File: src/rtl/tsu_pkg.sv
`timescale 1ns/1ps
package tsu_pkg;
  // register byte offsets
  localparam logic [7:0] OFS_CTRL   = 8'h00;
  localparam logic [7:0] OFS_FLAG   = 8'h04;
  localparam logic [7:0] OFS_EN     = 8'h08;
  localparam logic [7:0] OFS_STAT   = 8'h0C;
  localparam logic [7:0] OFS_THR    = 8'h10;
  localparam logic [7:0] OFS_STAMP0 = 8'h20;
  localparam int unsigned CH_STRIDE = 8;
  // bit bases inside registers (channel index is added)
  localparam int unsigned POL_BIT   = 8;
  localparam int unsigned THR_BIT   = 20;
  localparam int unsigned CAP_BIT   = 24;
  localparam int unsigned OVF_BIT   = 28;
  localparam int unsigned VLD_BIT   = 24;
  localparam int unsigned THR_RESET = 7;
endpackage

File: src/rtl/tsu_edge_sync.sv
`timescale 1ns/1ps
module tsu_edge_sync #(
  parameter int unsigned STAGES = 2
) (
  input  logic clk,
  input  logic rst_n,
  input  logic pin_i,
  input  logic fall_sel_i,
  output logic edge_o
);
  // sh_q[STAGES-1] is the synchronised level, sh_q[STAGES] its previous value
  logic [STAGES:0] sh_q, sh_d;
  logic            lvl, lvl_prev;

  assign sh_d     = {sh_q[STAGES-1:0], pin_i};
  assign lvl      = sh_q[STAGES-1];
  assign lvl_prev = sh_q[STAGES];

  always_ff @(posedge clk or negedge rst_n) begin
    if (!rst_n) sh_q <= '0;
    else        sh_q <= sh_d;
  end

  always_comb begin
    if (fall_sel_i) edge_o = ~lvl & lvl_prev;
    else            edge_o = lvl & ~lvl_prev;
  end

  // a detected edge lasts one cycle unless the polarity was flipped
  a_r1_single_pulse: assert property (@(posedge clk) disable iff (!rst_n)
    edge_o |=> (!edge_o || (fall_sel_i != $past(fall_sel_i))));
endmodule

File: src/rtl/tsu_stamp_fifo.sv
`timescale 1ns/1ps
module tsu_stamp_fifo #(
  parameter int unsigned W     = 64,
  parameter int unsigned DEPTH = 16,
  localparam int unsigned AW   = $clog2(DEPTH),
  localparam int unsigned CW   = $clog2(DEPTH + 1)
) (
  input  logic          clk,
  input  logic          rst_n,
  input  logic          wr_i,
  input  logic [W-1:0]  wdata_i,
  input  logic          rd_i,
  input  logic [CW-1:0] thr_i,
  output logic [W-1:0]  head_o,
  output logic [CW-1:0] count_o,
  output logic          ovf_o,
  output logic          thr_hit_o
);
  logic [W-1:0]  mem_q [DEPTH];
  logic [AW-1:0] wr_ptr_q, wr_ptr_d, rd_ptr_q, rd_ptr_d;
  logic [CW-1:0] count_q, count_d;
  logic          rd_ok, wr_ok, empty, full;

  assign empty = (count_q == '0);
  assign full  = (count_q == CW'(DEPTH));

  always_comb begin
    rd_ok     = rd_i & ~empty;
    wr_ok     = wr_i & (~full | rd_ok);
    ovf_o     = wr_i & ~wr_ok;
    count_d   = count_q + CW'(wr_ok) - CW'(rd_ok);
    thr_hit_o = wr_ok & (count_q < thr_i) & (count_d >= thr_i);
    wr_ptr_d  = wr_ptr_q;
    rd_ptr_d  = rd_ptr_q;
    if (wr_ok) wr_ptr_d = (wr_ptr_q == AW'(DEPTH - 1)) ? '0 : wr_ptr_q + AW'(1);
    if (rd_ok) rd_ptr_d = (rd_ptr_q == AW'(DEPTH - 1)) ? '0 : rd_ptr_q + AW'(1);
  end

  always_ff @(posedge clk or negedge rst_n) begin
    if (!rst_n) begin
      wr_ptr_q <= '0;
      rd_ptr_q <= '0;
      count_q  <= '0;
    end else begin
      wr_ptr_q <= wr_ptr_d;
      rd_ptr_q <= rd_ptr_d;
      count_q  <= count_d;
    end
  end

  always_ff @(posedge clk) begin
    if (wr_ok) mem_q[wr_ptr_q] <= wdata_i;
  end

  assign head_o  = empty ? '0 : mem_q[rd_ptr_q];
  assign count_o = count_q;

  // a write into a full FIFO without a pop leaves it full and untouched
  a_r7_full_drop: assert property (@(posedge clk) disable iff (!rst_n)
    (full && wr_i && !rd_i) |=> (count_q == CW'(DEPTH) && $stable(wr_ptr_q) && $stable(rd_ptr_q)));
  // a pop alone lowers the fill by one
  a_r5_pop_one: assert property (@(posedge clk) disable iff (!rst_n)
    (rd_i && !empty && !wr_i) |=> (count_q == $past(count_q) - CW'(1)));
  // an accepted write leaves the FIFO non-empty
  a_r4_nonempty_after_write: assert property (@(posedge clk) disable iff (!rst_n)
    wr_ok |=> (count_q != '0));
  // a read of an empty FIFO moves nothing
  a_r6_empty_read: assert property (@(posedge clk) disable iff (!rst_n)
    (rd_i && empty && !wr_i) |=> (count_q == '0 && $stable(rd_ptr_q)));
endmodule

File: src/rtl/trig_stamp_unit.sv
`timescale 1ns/1ps
module trig_stamp_unit
  import tsu_pkg::*;
#(
  parameter int unsigned NCH         = 2,
  parameter int unsigned DEPTH       = 16,
  parameter int unsigned SYNC_STAGES = 2,
  localparam int unsigned TS_W       = 64,
  localparam int unsigned CW         = $clog2(DEPTH + 1)
) (
  input  logic            clk,
  input  logic            rst_n,
  input  logic [TS_W-1:0] time_cnt,
  input  logic [NCH-1:0]  trig_in,
  input  logic            reg_wr,
  input  logic            reg_rd,
  input  logic [7:0]      reg_addr,
  input  logic [31:0]     reg_wdata,
  output logic [31:0]     reg_rdata,
  output logic            irq
);
  // reset: asserted asynchronously, released on a clock edge
  logic [1:0] rst_pipe_q;
  logic       rst_int_n;
  always_ff @(posedge clk or negedge rst_n) begin
    if (!rst_n) rst_pipe_q <= '0;
    else        rst_pipe_q <= {rst_pipe_q[0], 1'b1};
  end
  assign rst_int_n = rst_pipe_q[1];

  logic [NCH-1:0]  pol_q, pol_d;
  logic [31:0]     en_q, en_d, flag_q, flag_d, evt_set, evt_mask;
  logic [CW-1:0]   thr_q, thr_d;
  logic [NCH-1:0]  cap_e, ovf_e, thr_e, pop, nonempty;
  logic [TS_W-1:0] head [NCH];

  for (genvar c = 0; c < NCH; c++) begin : g_ch
    localparam logic [7:0] LO_A = OFS_STAMP0 + 8'(CH_STRIDE * c);
    localparam logic [7:0] HI_A = LO_A + 8'd4;
    logic [CW-1:0] cnt;

    assign pop[c] = reg_rd && (reg_addr == HI_A);

    tsu_edge_sync #(.STAGES(SYNC_STAGES)) u_sync (
      .clk(clk), .rst_n(rst_int_n), .pin_i(trig_in[c]),
      .fall_sel_i(pol_q[c]), .edge_o(cap_e[c])
    );

    tsu_stamp_fifo #(.W(TS_W), .DEPTH(DEPTH)) u_fifo (
      .clk(clk), .rst_n(rst_int_n), .wr_i(cap_e[c]), .wdata_i(time_cnt),
      .rd_i(pop[c]), .thr_i(thr_q), .head_o(head[c]), .count_o(cnt),
      .ovf_o(ovf_e[c]), .thr_hit_o(thr_e[c])
    );

    assign nonempty[c] = (cnt != '0);
  end

  // event set vector and valid-bit mask
  always_comb begin
    evt_set  = '0;
    evt_mask = '0;
    for (int c = 0; c < NCH; c++) begin
      evt_set[CAP_BIT + c]  = cap_e[c];
      evt_set[THR_BIT + c]  = thr_e[c];
      evt_set[OVF_BIT + c]  = ovf_e[c];
      evt_mask[CAP_BIT + c] = 1'b1;
      evt_mask[THR_BIT + c] = 1'b1;
      evt_mask[OVF_BIT + c] = 1'b1;
    end
  end

  // register next state; a new event wins over a clear in the same cycle
  always_comb begin
    pol_d  = pol_q;
    en_d   = en_q;
    thr_d  = thr_q;
    flag_d = flag_q;
    if (reg_wr) begin
      case (reg_addr)
        OFS_CTRL: pol_d  = reg_wdata[POL_BIT +: NCH];
        OFS_EN:   en_d   = reg_wdata & evt_mask;
        OFS_THR:  thr_d  = reg_wdata[CW-1:0];
        OFS_FLAG: flag_d = flag_q & ~reg_wdata;
        default: ;
      endcase
    end
    flag_d = flag_d | evt_set;
  end

  always_ff @(posedge clk or negedge rst_int_n) begin
    if (!rst_int_n) begin
      pol_q  <= '0;
      en_q   <= '0;
      flag_q <= '0;
      thr_q  <= CW'(THR_RESET);
    end else begin
      pol_q  <= pol_d;
      en_q   <= en_d;
      flag_q <= flag_d;
      thr_q  <= thr_d;
    end
  end

  // read mux
  always_comb begin
    reg_rdata = '0;
    if (reg_rd) begin
      case (reg_addr)
        OFS_CTRL: reg_rdata[POL_BIT +: NCH] = pol_q;
        OFS_FLAG: reg_rdata = flag_q;
        OFS_EN:   reg_rdata = en_q;
        OFS_STAT: reg_rdata[VLD_BIT +: NCH] = nonempty;
        OFS_THR:  reg_rdata[CW-1:0] = thr_q;
        default: begin
          for (int c = 0; c < NCH; c++) begin
            if (reg_addr == OFS_STAMP0 + 8'(CH_STRIDE * c))
              reg_rdata = head[c][31:0];
            if (reg_addr == OFS_STAMP0 + 8'(CH_STRIDE * c) + 8'd4)
              reg_rdata = head[c][TS_W-1:32];
          end
        end
      endcase
    end
  end

  assign irq = |(flag_q & en_q);

  // an enabled capture event raises irq on the next cycle
  a_r10_irq_on_capture: assert property (@(posedge clk) disable iff (!rst_int_n)
    (cap_e[0] && en_q[CAP_BIT] && !(reg_wr && reg_addr == OFS_EN)) |=> irq);
  // a dropped capture leaves its overflow flag set
  a_r7_ovf_flag: assert property (@(posedge clk) disable iff (!rst_int_n)
    ovf_e[0] |=> flag_q[OVF_BIT]);
  // with all enables clear, irq stays low
  a_r10_masked: assert property (@(posedge clk) disable iff (!rst_int_n)
    (en_q == '0) |-> !irq);
endmodule

File: config.mk
export PLATFORM = sky130hd
export DESIGN_NAME = trig_stamp_unit
export DESIGN_NICKNAME = d
export VERILOG_FILES = /design/src/rtl/tsu_pkg.sv /design/src/rtl/tsu_edge_sync.sv /design/src/rtl/tsu_stamp_fifo.sv /design/src/rtl/trig_stamp_unit.sv
export SDC_FILE = /design/constraint.sdc
export NUM_CORES = 2
export LEC_CHECK = 0
export ABC_AREA = 1
export ABC_CLOCK_PERIOD_IN_PS = 2800
export BUFFER_PORTS_ARGS = -buffer_cell sky130_fd_sc_hd__clkbuf_2
export CAP_MARGIN = 20
export CELL_PAD_IN_SITES_DETAIL_PLACEMENT = 0
export CELL_PAD_IN_SITES_GLOBAL_PLACEMENT = 1
export CORE_MARGIN = 4
export CORE_UTILIZATION = 30
export CTS_CLUSTER_SIZE = 8
export DETAILED_ROUTE_END_ITERATION = 8
export MAX_ROUTING_LAYER = met4
export PLACE_DENSITY_LB_ADDON = 0.1
export SLEW_MARGIN = 25
export SYNTH_ARGS = -nofsm -noshare
export SYNTH_HDL_FRONTEND = slang
export SYNTH_SLANG_ARGS = --single-unit
File: constraint.sdc
create_clock -name clk -period 2.8 [get_ports clk]
set_clock_uncertainty 0.2 [all_clocks]
set_input_delay 0.56 -clock clk [delete_from_list [all_inputs] [get_ports clk]]
set_output_delay 0.56 -clock clk [all_outputs]
set_load 0.1 [all_outputs]
* Yosys cells after proc, flatten, opt, wreduce, memory -nomap -nowiden *
Memory sizes are Yosys's and may differ from the RTL's.
Index checks and enable logic that the tools add are counted.

storage, ports and cells
  bits in registers = 79
  output and inout bits = 33
  memories = 2
  logic and storage cells = 112
  RAM bits = 2048

memory list
  name                  words  width  rd ports  clocked after memory_dff  wr ports  line                  source
  g_ch[0].u_fifo.mem_q  16     64     1         0                         1         tsu_stamp_fifo.sv:19  logic [W-1:0] mem_q [DEPTH];
  g_ch[1].u_fifo.mem_q  16     64     1         0                         1         tsu_stamp_fifo.sv:19

operators by class
  muxes and demuxes = 25
  magnitude comparators = 4
  reductions and logical operators = 16
  add/subtract/negate cells = 8
  eq/ne operators = 14
  bitwise gates (word level) = 30

operators by type and width
  operator                                                         count
  32-bit 2-to-1 mux                                                7
  64-bit 2-to-1 mux                                                2
  14-bit case mux with 3 select lines                              1
  32-bit by 30-bit bitwise AND with 32-bit output                  1
  32-bit bitwise AND                                               1
  8-bit by 6-bit == test with 1-bit output, second input constant  4
  32-bit inverter                                                  1
  32-bit by 30-bit bitwise OR with 32-bit output                   1
  32-bit OR reduction                                              1
  6-bit case mux with 3 select lines                               1
  4-bit by 1-bit adder with 4-bit output, second input constant    4
  4-bit == test, second input constant                             4
  8-bit by 4-bit == test with 1-bit output, second input constant  2
  4-bit 2-to-1 mux                                                 4
  5-bit case mux with 3 select lines                               1
  1-bit bitwise AND                                                14
  5-bit by 1-bit adder with 5-bit output                           2
  5-bit == test, second input constant                             2
  5-bit >= comparator                                              2
  5-bit zero test                                                  2
  5-bit < comparator                                               2
  1-bit inverter                                                   10
  5-bit nonzero test                                               2
  5-bit by 1-bit subtractor with 5-bit output                      2
  13 further kinds                                                 24

* Logic depth before layout (Yosys ltp) *
  word-level depth = 10
  gate-level depth with buffers = 21

* Modules after synthesis *
Synthesis repeated with hierarchy kept, for this count alone.

second synthesis, totals
  cells, all modules = 9394
  area total of the unflattened synthesis = 93876.3 um2

by module, submodules not included
  module                            area each (um2)  times used  cells an instance  sequential area each (um2)
  tsu_stamp_fifo at g_ch[1].u_fifo  45057.0          1           4383               31074.8
  tsu_stamp_fifo at g_ch[0].u_fifo  44934.3          1           4383               31074.8
  trig_stamp_unit                   3684.8           1           610                1179.9
  tsu_edge_sync                     100.1            2           9                  75.1

* Worst setup path after synthesis *
OpenSTA, ideal clock, no wires.

  path type = input port to flip-flop
  start point = in reg_addr[7]
  end point = mem g_ch[1].u_fifo.mem_q[0][0] (enable)
  path slack = -2.210 ns
  setup time = 0.486 ns
  stages on the path = 12
  data required time = 2.114 ns
  arrival = 4.324 ns
  path buffers = 1
  cells stage by stage = nor2_2 -> nand3_2 -> inv_2 -> nand4_1 -> inv_2 -> nand3_2 -> nand2_1 -> nand2_1 -> inv_2 -> buf_4 -> nand2_2 -> nor2_1

between the ends
  longest elaborated chain between the ends = 7

RTL lines
  element                                   line                   source
  start: declaration                        trig_stamp_unit.sv:17  input logic [7:0] reg_addr,
  8-bit by 6-bit == test with 1-bit output  trig_stamp_unit.sv:42  assign pop[c] = reg_rd && (reg_addr == HI_A);
  1-bit logical AND                         trig_stamp_unit.sv:42
  1-bit bitwise AND                         tsu_stamp_fifo.sv:28   rd_ok = rd_i & ~empty;
  1-bit bitwise OR                          tsu_stamp_fifo.sv:29   wr_ok = wr_i & (~full | rd_ok);
  1-bit bitwise AND                         tsu_stamp_fifo.sv:29
  named net g_ch[1].u_fifo.wr_ok            tsu_stamp_fifo.sv:22   logic rd_ok, wr_ok, empty, full;
  1-bit 2-to-1 mux                          tsu_stamp_fifo.sv:52   if (wr_ok) mem_q[wr_ptr_q] <= wdata_i;
  1-bit 2-to-1 mux (implied by the code)    tsu_stamp_fifo.sv:52
  end: declaration                          tsu_stamp_fifo.sv:19

The timed path passes the listed nets, and every way through them passes these cells.

* Worst setup path after layout *
  start point = reg g_ch[0].u_fifo.rd_ptr_q[0]
  end point = out reg_rdata[19]

between the ends
  longest elaborated chain between the ends = 8

RTL lines
  element                                  line                    source
  start: declaration                       tsu_stamp_fifo.sv:20    logic [AW-1:0] wr_ptr_q, wr_ptr_d, rd_ptr_q, rd_ptr_d;
  start signal: assignment                 tsu_stamp_fifo.sv:46    rd_ptr_q <= rd_ptr_d;
  memory 16 x 64 bit (*)                   n/a
  64-bit 2-to-1 mux (*)                    tsu_stamp_fifo.sv:55    assign head_o = empty ? '0 : mem_q[rd_ptr_q];
  32-bit 2-to-1 mux                        trig_stamp_unit.sv:116  if (reg_addr == OFS_STAMP0 + 8'(CH_STRIDE * c))
  32-bit 2-to-1 mux (*)                    trig_stamp_unit.sv:118  if (reg_addr == OFS_STAMP0 + 8'(CH_STRIDE * c) + 8'd4)
  32-bit 2-to-1 mux (*)                    trig_stamp_unit.sv:116
  32-bit 2-to-1 mux (*)                    trig_stamp_unit.sv:118
  14-bit case mux with 3 select lines (*)  trig_stamp_unit.sv:108  case (reg_addr)
  32-bit 2-to-1 mux (*)                    trig_stamp_unit.sv:107  if (reg_rd) begin
  end: declaration                         trig_stamp_unit.sv:19   output logic [31:0] reg_rdata,

Every way passes the cells marked *; elsewhere a longest branch is shown, timed or not.

==> Implementation_results.wiki <==
{| class="wikitable"
! Metric !! Value
|-
| Outcome || complete, but fails checks
|-
| Violated checks || setup timing
|-
| Top cell type's share of synthesized area || a little over two thirds
|-
| Share of synthesized cell area in full adder, half adder and majority cells || 0.618%
|-
| Total standard cell area after synthesis || roughly 88000 µm²
|-
| Seq cells post-synth || roughly 2100
|-
| Final period demand of the worst path || around 4.2 ns
|-
| Portion of the post-synthesis area used by sequential elements || between 70% and 80%
|-
| Die height || roughly 550 µm
|-
| Most frequently used flop master after synthesis || edfxtp_1
|-
| Die boundary width || around 550 µm
|-
| Clock net sink count || around 2100
|-
| Cells after Synth || around 7500
|-
| Worst-Margin Slew || 0.945 ns
|-
| Total CTS buffers || about 310
|-
| Floorplan die area || 300000 µm²
|-
| P_leak || between 40 and 50 nW
|-
| Share of the synthesized area in compound gates (AO/OA/AOI/OAI) || 5.75%
|-
| DR pass1 iterations || 7
|-
| Top area cells in the synthesized netlist || edfxtp_1, nand2_1, nand3_1, nor2_1, dfrtp_1
|-
| Kind of start point of the critical path || flip-flop
|-
| First-pass GRT wire length || between 400 and 500 mm
|-
| Max-capacitance violation count || 0
|-
| Routed wire length || 336 mm
|-
| Ports placed on the boundary || 143
|-
| Count of endpoints failing hold in the final timing report || 0
|-
| Number of antenna violations at the first check in global routing || 21
|-
| Synthesis-to-layout area growth || 31.2%
|-
| Std cell rows || slightly below 200
|-
| Initial core utilization || between 30% and 40%
|-
| Clock tree from TritonCTS || yes
|-
| Combinational family with the most area after synthesis || simple AND/OR/NAND/NOR gates
|-
| Endpoint kind of the worst setup timing path || output port
|-
| RSZ-0062 raised after global routing || true
|-
| Class of the most critical hold timing path || flip-flop to async pin
|-
| Number of warnings printed during yosys synthesis || 0
|-
| Clock latency reported for the late side of the worst-skew pair || between 0.9 and 1 ns
|-
| Post-synthesis xor/xnor area fraction || less than 1%
|-
| Highest layer used for signal routing || met4
|-
| Distinct cells, synth || 43
|-
| Overflow left after global routing || 0
|-
| Filler cells || 27800
|-
| Final worst setup slack || -1.40 ns
|-
| Clk pin slew, worst setup/hold paths || about 0.05 ns
|-
| Number of buffers between clock root and the deepest sink || 4
|-
| Share of flip-flops with an asynchronous set or reset after synthesis || between 3 and 4%
|-
| Number of global-route vias before repair || roughly 59000
|-
| Post-synth top area cell || edfxtp_1
|-
| Maximum number of pins on one net before global-route repair || 52
|-
| Final setup violation count || 34
|-
| Headroom to the max-slew limit || 37.0%
|-
| Layout Utilization || 39.5%
|-
| Floorplan Core Area || around 290000 µm²
|-
| Starting DRC count in detailed routing || between 4000 and 5000
|-
| Crit-path max FO || 26
|-
| Length of routed met2 wiring || about 160 mm
|-
| Count of buffers from port buffering || between 100 and 150
|-
| Mean number of vias per cell || a little under 5
|-
| Global placer's final weighted congestion || around 0.81
|-
| Crit Path Category || flip-flop to output port
|-
| All-layer global routing usage || ~22%
|-
| Post-layout nets || 8591
|-
| Peak ir drop on the vdd network || ~500 µV
|-
| Dpl hpwl || a little over 200 mm
|-
| Vias post-DR || a little over 60000
|-
| Required time of the critical path || 2.04 ns
|-
| Number of enable-type register cells in the synthesized netlist || between 2000 and 2500
|-
| Clk root buf || clkbuf_16
|-
| Routed metal-1 wirelength || about 150 mm
|-
| Final Instance Area || between 100000 and 150000 µm²
|-
| H-tree depth reported by CTS || 5
|-
| Routed wirelength normalized by instance count || 27.0 µm
|-
| Proportion of synthesized area in mux cells || less than 1%
|-
| Final Max Slew Viols || 0
|-
| Synthesized Nets || about 7700
|-
| Number of remaining DRC errors || 0
|-
| Share of post-route cells with drive strength above 1 || roughly a fifth
|-
| Met3 wire len || between 10 and 15 mm
|-
| Fin crit share || 150%
|-
| Highest attainable clock frequency || 238 MHz
|-
| Arrival time worst endpoint || about 3.4 ns
|-
| DRT antenna net count || 0
|-
| Area fraction in and, or, nand and nor cells after synthesis || roughly 17%
|-
| Post-synthesis average cell area || approximately 12 µm²
|-
| Placed cell areas || 101000 µm²
|-
| Power density over cell area || about 730 nW/µm²
|}
## power by group
| group | total, W | switching [W] | internal (W) |
|---|---|---|---|
| combinational | 0.0129 | 0.00803 | 0.00487 |
| clock | 0.0339 | 0.0140 | 0.0200 |
| sequential | 0.0369 | 0.000414 | 0.0365 |
| total | 0.0837 | 0.0224 | 0.0613 |
## registers in the layout (all words and copies together), names as in the netlist, 5 cells and up
| register | count |
|---|---|
| g_ch.u_fifo.mem_q | 2048 |
| flag_q | 32 |
| g_ch.u_fifo.count_o | 10 |
| g_ch.u_fifo.rd_ptr_q | 8 |
| g_ch.u_fifo.wr_ptr_q | 8 |
| en_q | 6 |
| g_ch.u_sync.sh_q | 6 |
| thr_q | 5 |
## worst paths after layout
kind / endpoint / cells past startpoint / slack [ns] / from
max: reg_rdata[19] / 18 / -1.40 / g_ch[0].u_fifo.rd_ptr_q[0]
min: g_ch[0].u_fifo.count_o[3] / 0 / 0.08 / rst_pipe_q[1]
max reg2reg: flag_q[21] / 20 / -0.68 / g_ch[1].u_fifo.count_o[3]
min reg2reg: g_ch[0].u_fifo.count_o[3] / 0 / 0.08 / rst_pipe_q[1]
max in group asynchronous: g_ch[0].u_fifo.rd_ptr_q[1] / 1 / 1.61 / rst_pipe_q[1]
min in group clk: flag_q[28] / 6 / 0.11 / reg_rd
## metrics by stage
| stage | worst slack (ns) | TNS [ns] | hold slack, ns | std cells | power (W) |
|---|---|---|---|---|---|
| floorplan | -0.466 | -806.54 | 0.0644 | 7510 | 0.0427 |
| global placement | -1.26 | -735.26 | 0.105 | 11900 | 0.0489 |
| detailed placement | -1.32 | -671.85 | 0.103 | 11900 | 0.0488 |
| CTS | -1.47 | -46.40 | 0.0704 | 12400 | 0.0841 |
| global route | -1.52 | -49.03 | 0.119 | 12400 | 0.0871 |
| finish | -1.40 | -42.54 | 0.0849 | 12400 | 0.0837 |
## cells in the mapped netlist, types with 2 or more instances
cell type,number
inv_2,10
o211ai_1,121
dfrtp_1,76
nor2_1,605
buf_6,30
ha_1,40
o21a_1,2
o22ai_1,37
o21bai_1,2
fa_1,2
a21oi_1,205
nor2_4,2
clkinv_1,9
nand4_1,5
buf_1,43
nand3_1,765
inv_1,345
nand2_2,3
a21boi_0,62
nand3_2,3
inv_4,2
dfstp_2,3
a41oi_1,2
o21ai_1,147
buf_8,3
clkbuf_1,132
o21ai_0,320
buf_4,57
edfxtp_1,2048
buf_2,164
nand2_1,2241
xor2_1,12
nor4_1,2
## cell usage in the layout (no fill, tap or decap), types with 33 or more instances in the layout
master	n
clkbuf_2	109
o211ai_1	121
nand3_2	104
buf_16	54
clkbuf_16	338
ha_1	33
nand2_1	2119
buf_12	344
inv_1	321
a21boi_0	49
buf_4	406
nand2_4	39
o21ai_0	309
nor2_1	559
buf_6	49
dfrtp_1	68
o22ai_1	37
nor2_4	41
a21oi_2	40
o21ai_1	157
edfxtp_1	2048
clkbuf_1	68
nand2_2	86
a21oi_1	151
nand3_1	641
dlygate4sd3_1	40
## cell type report
type                       instances  area [µm²]  area share [%]
timing repair buffer            1049       14000            12.2
sequential                      2127       63500            55.3
inverter                         366        1460            1.27
tap                             3900        4880            4.25
clock inverter                    25         420           0.366
timing repair inverter             2        36.3          0.0316
multi-input combinational       4588       22400            19.5
antenna                           11        27.5          0.0240
clock buffer                     379        8030            6.99
## worst max-delay path, stage by stage, from the launching register on
cell and delay (ns):
dfrtp_4 0.47, buf_12 0.13, buf_16 0.19, buf_16 0.21, buf_16 0.20, nand2_1 0.07, nand2_1 0.06, nand2_1 0.04
nand2_1 0.06, nor2_1 0.05, nand2_1 0.07, nand3_2 0.13, nand2_1 0.09, nand2_1 0.05, nand2_1 0.08, nand2_2 0.07
a21oi_4 0.21, buf_6 0.14, buf_12 0.16
## timing repair
| item | in CTS | in global routing |
|---|---|---|
| pin swaps | 102 | 88 |
| endpoints found under the setup margin | 690 | 807 |
| hold endpoints to repair | 90 | 0 |
| cloned | 32 | 29 |
| resized for setup | 395 | 213 |
| buffers inserted | 51 | 36 |
| hold buffers | 40 | 0 |
## cell families after synthesis
| family | count (synthesis) |
|---|---|
| simple gates | 3631 |
| compound gates | 900 |
| flops | 2127 |
| mux | 1 |
| buf+inv | 795 |
| fa+ha+maj | 42 |
| xor+xnor | 13 |
| other cells | 1 |
## routing by layer
| layer | global-route usage (%) | up-vias |
|---|---|---|
| met5 | - | - |
| met4 | 5.92 | 0 |
| met3 | 2.43 | 472 |
| met2 | 35.7 | 1514 |
| met1 | 29.9 | 30400 |
| li1 | - | 27900 |
Note: power is estimated with default switching activity, not from simulation.
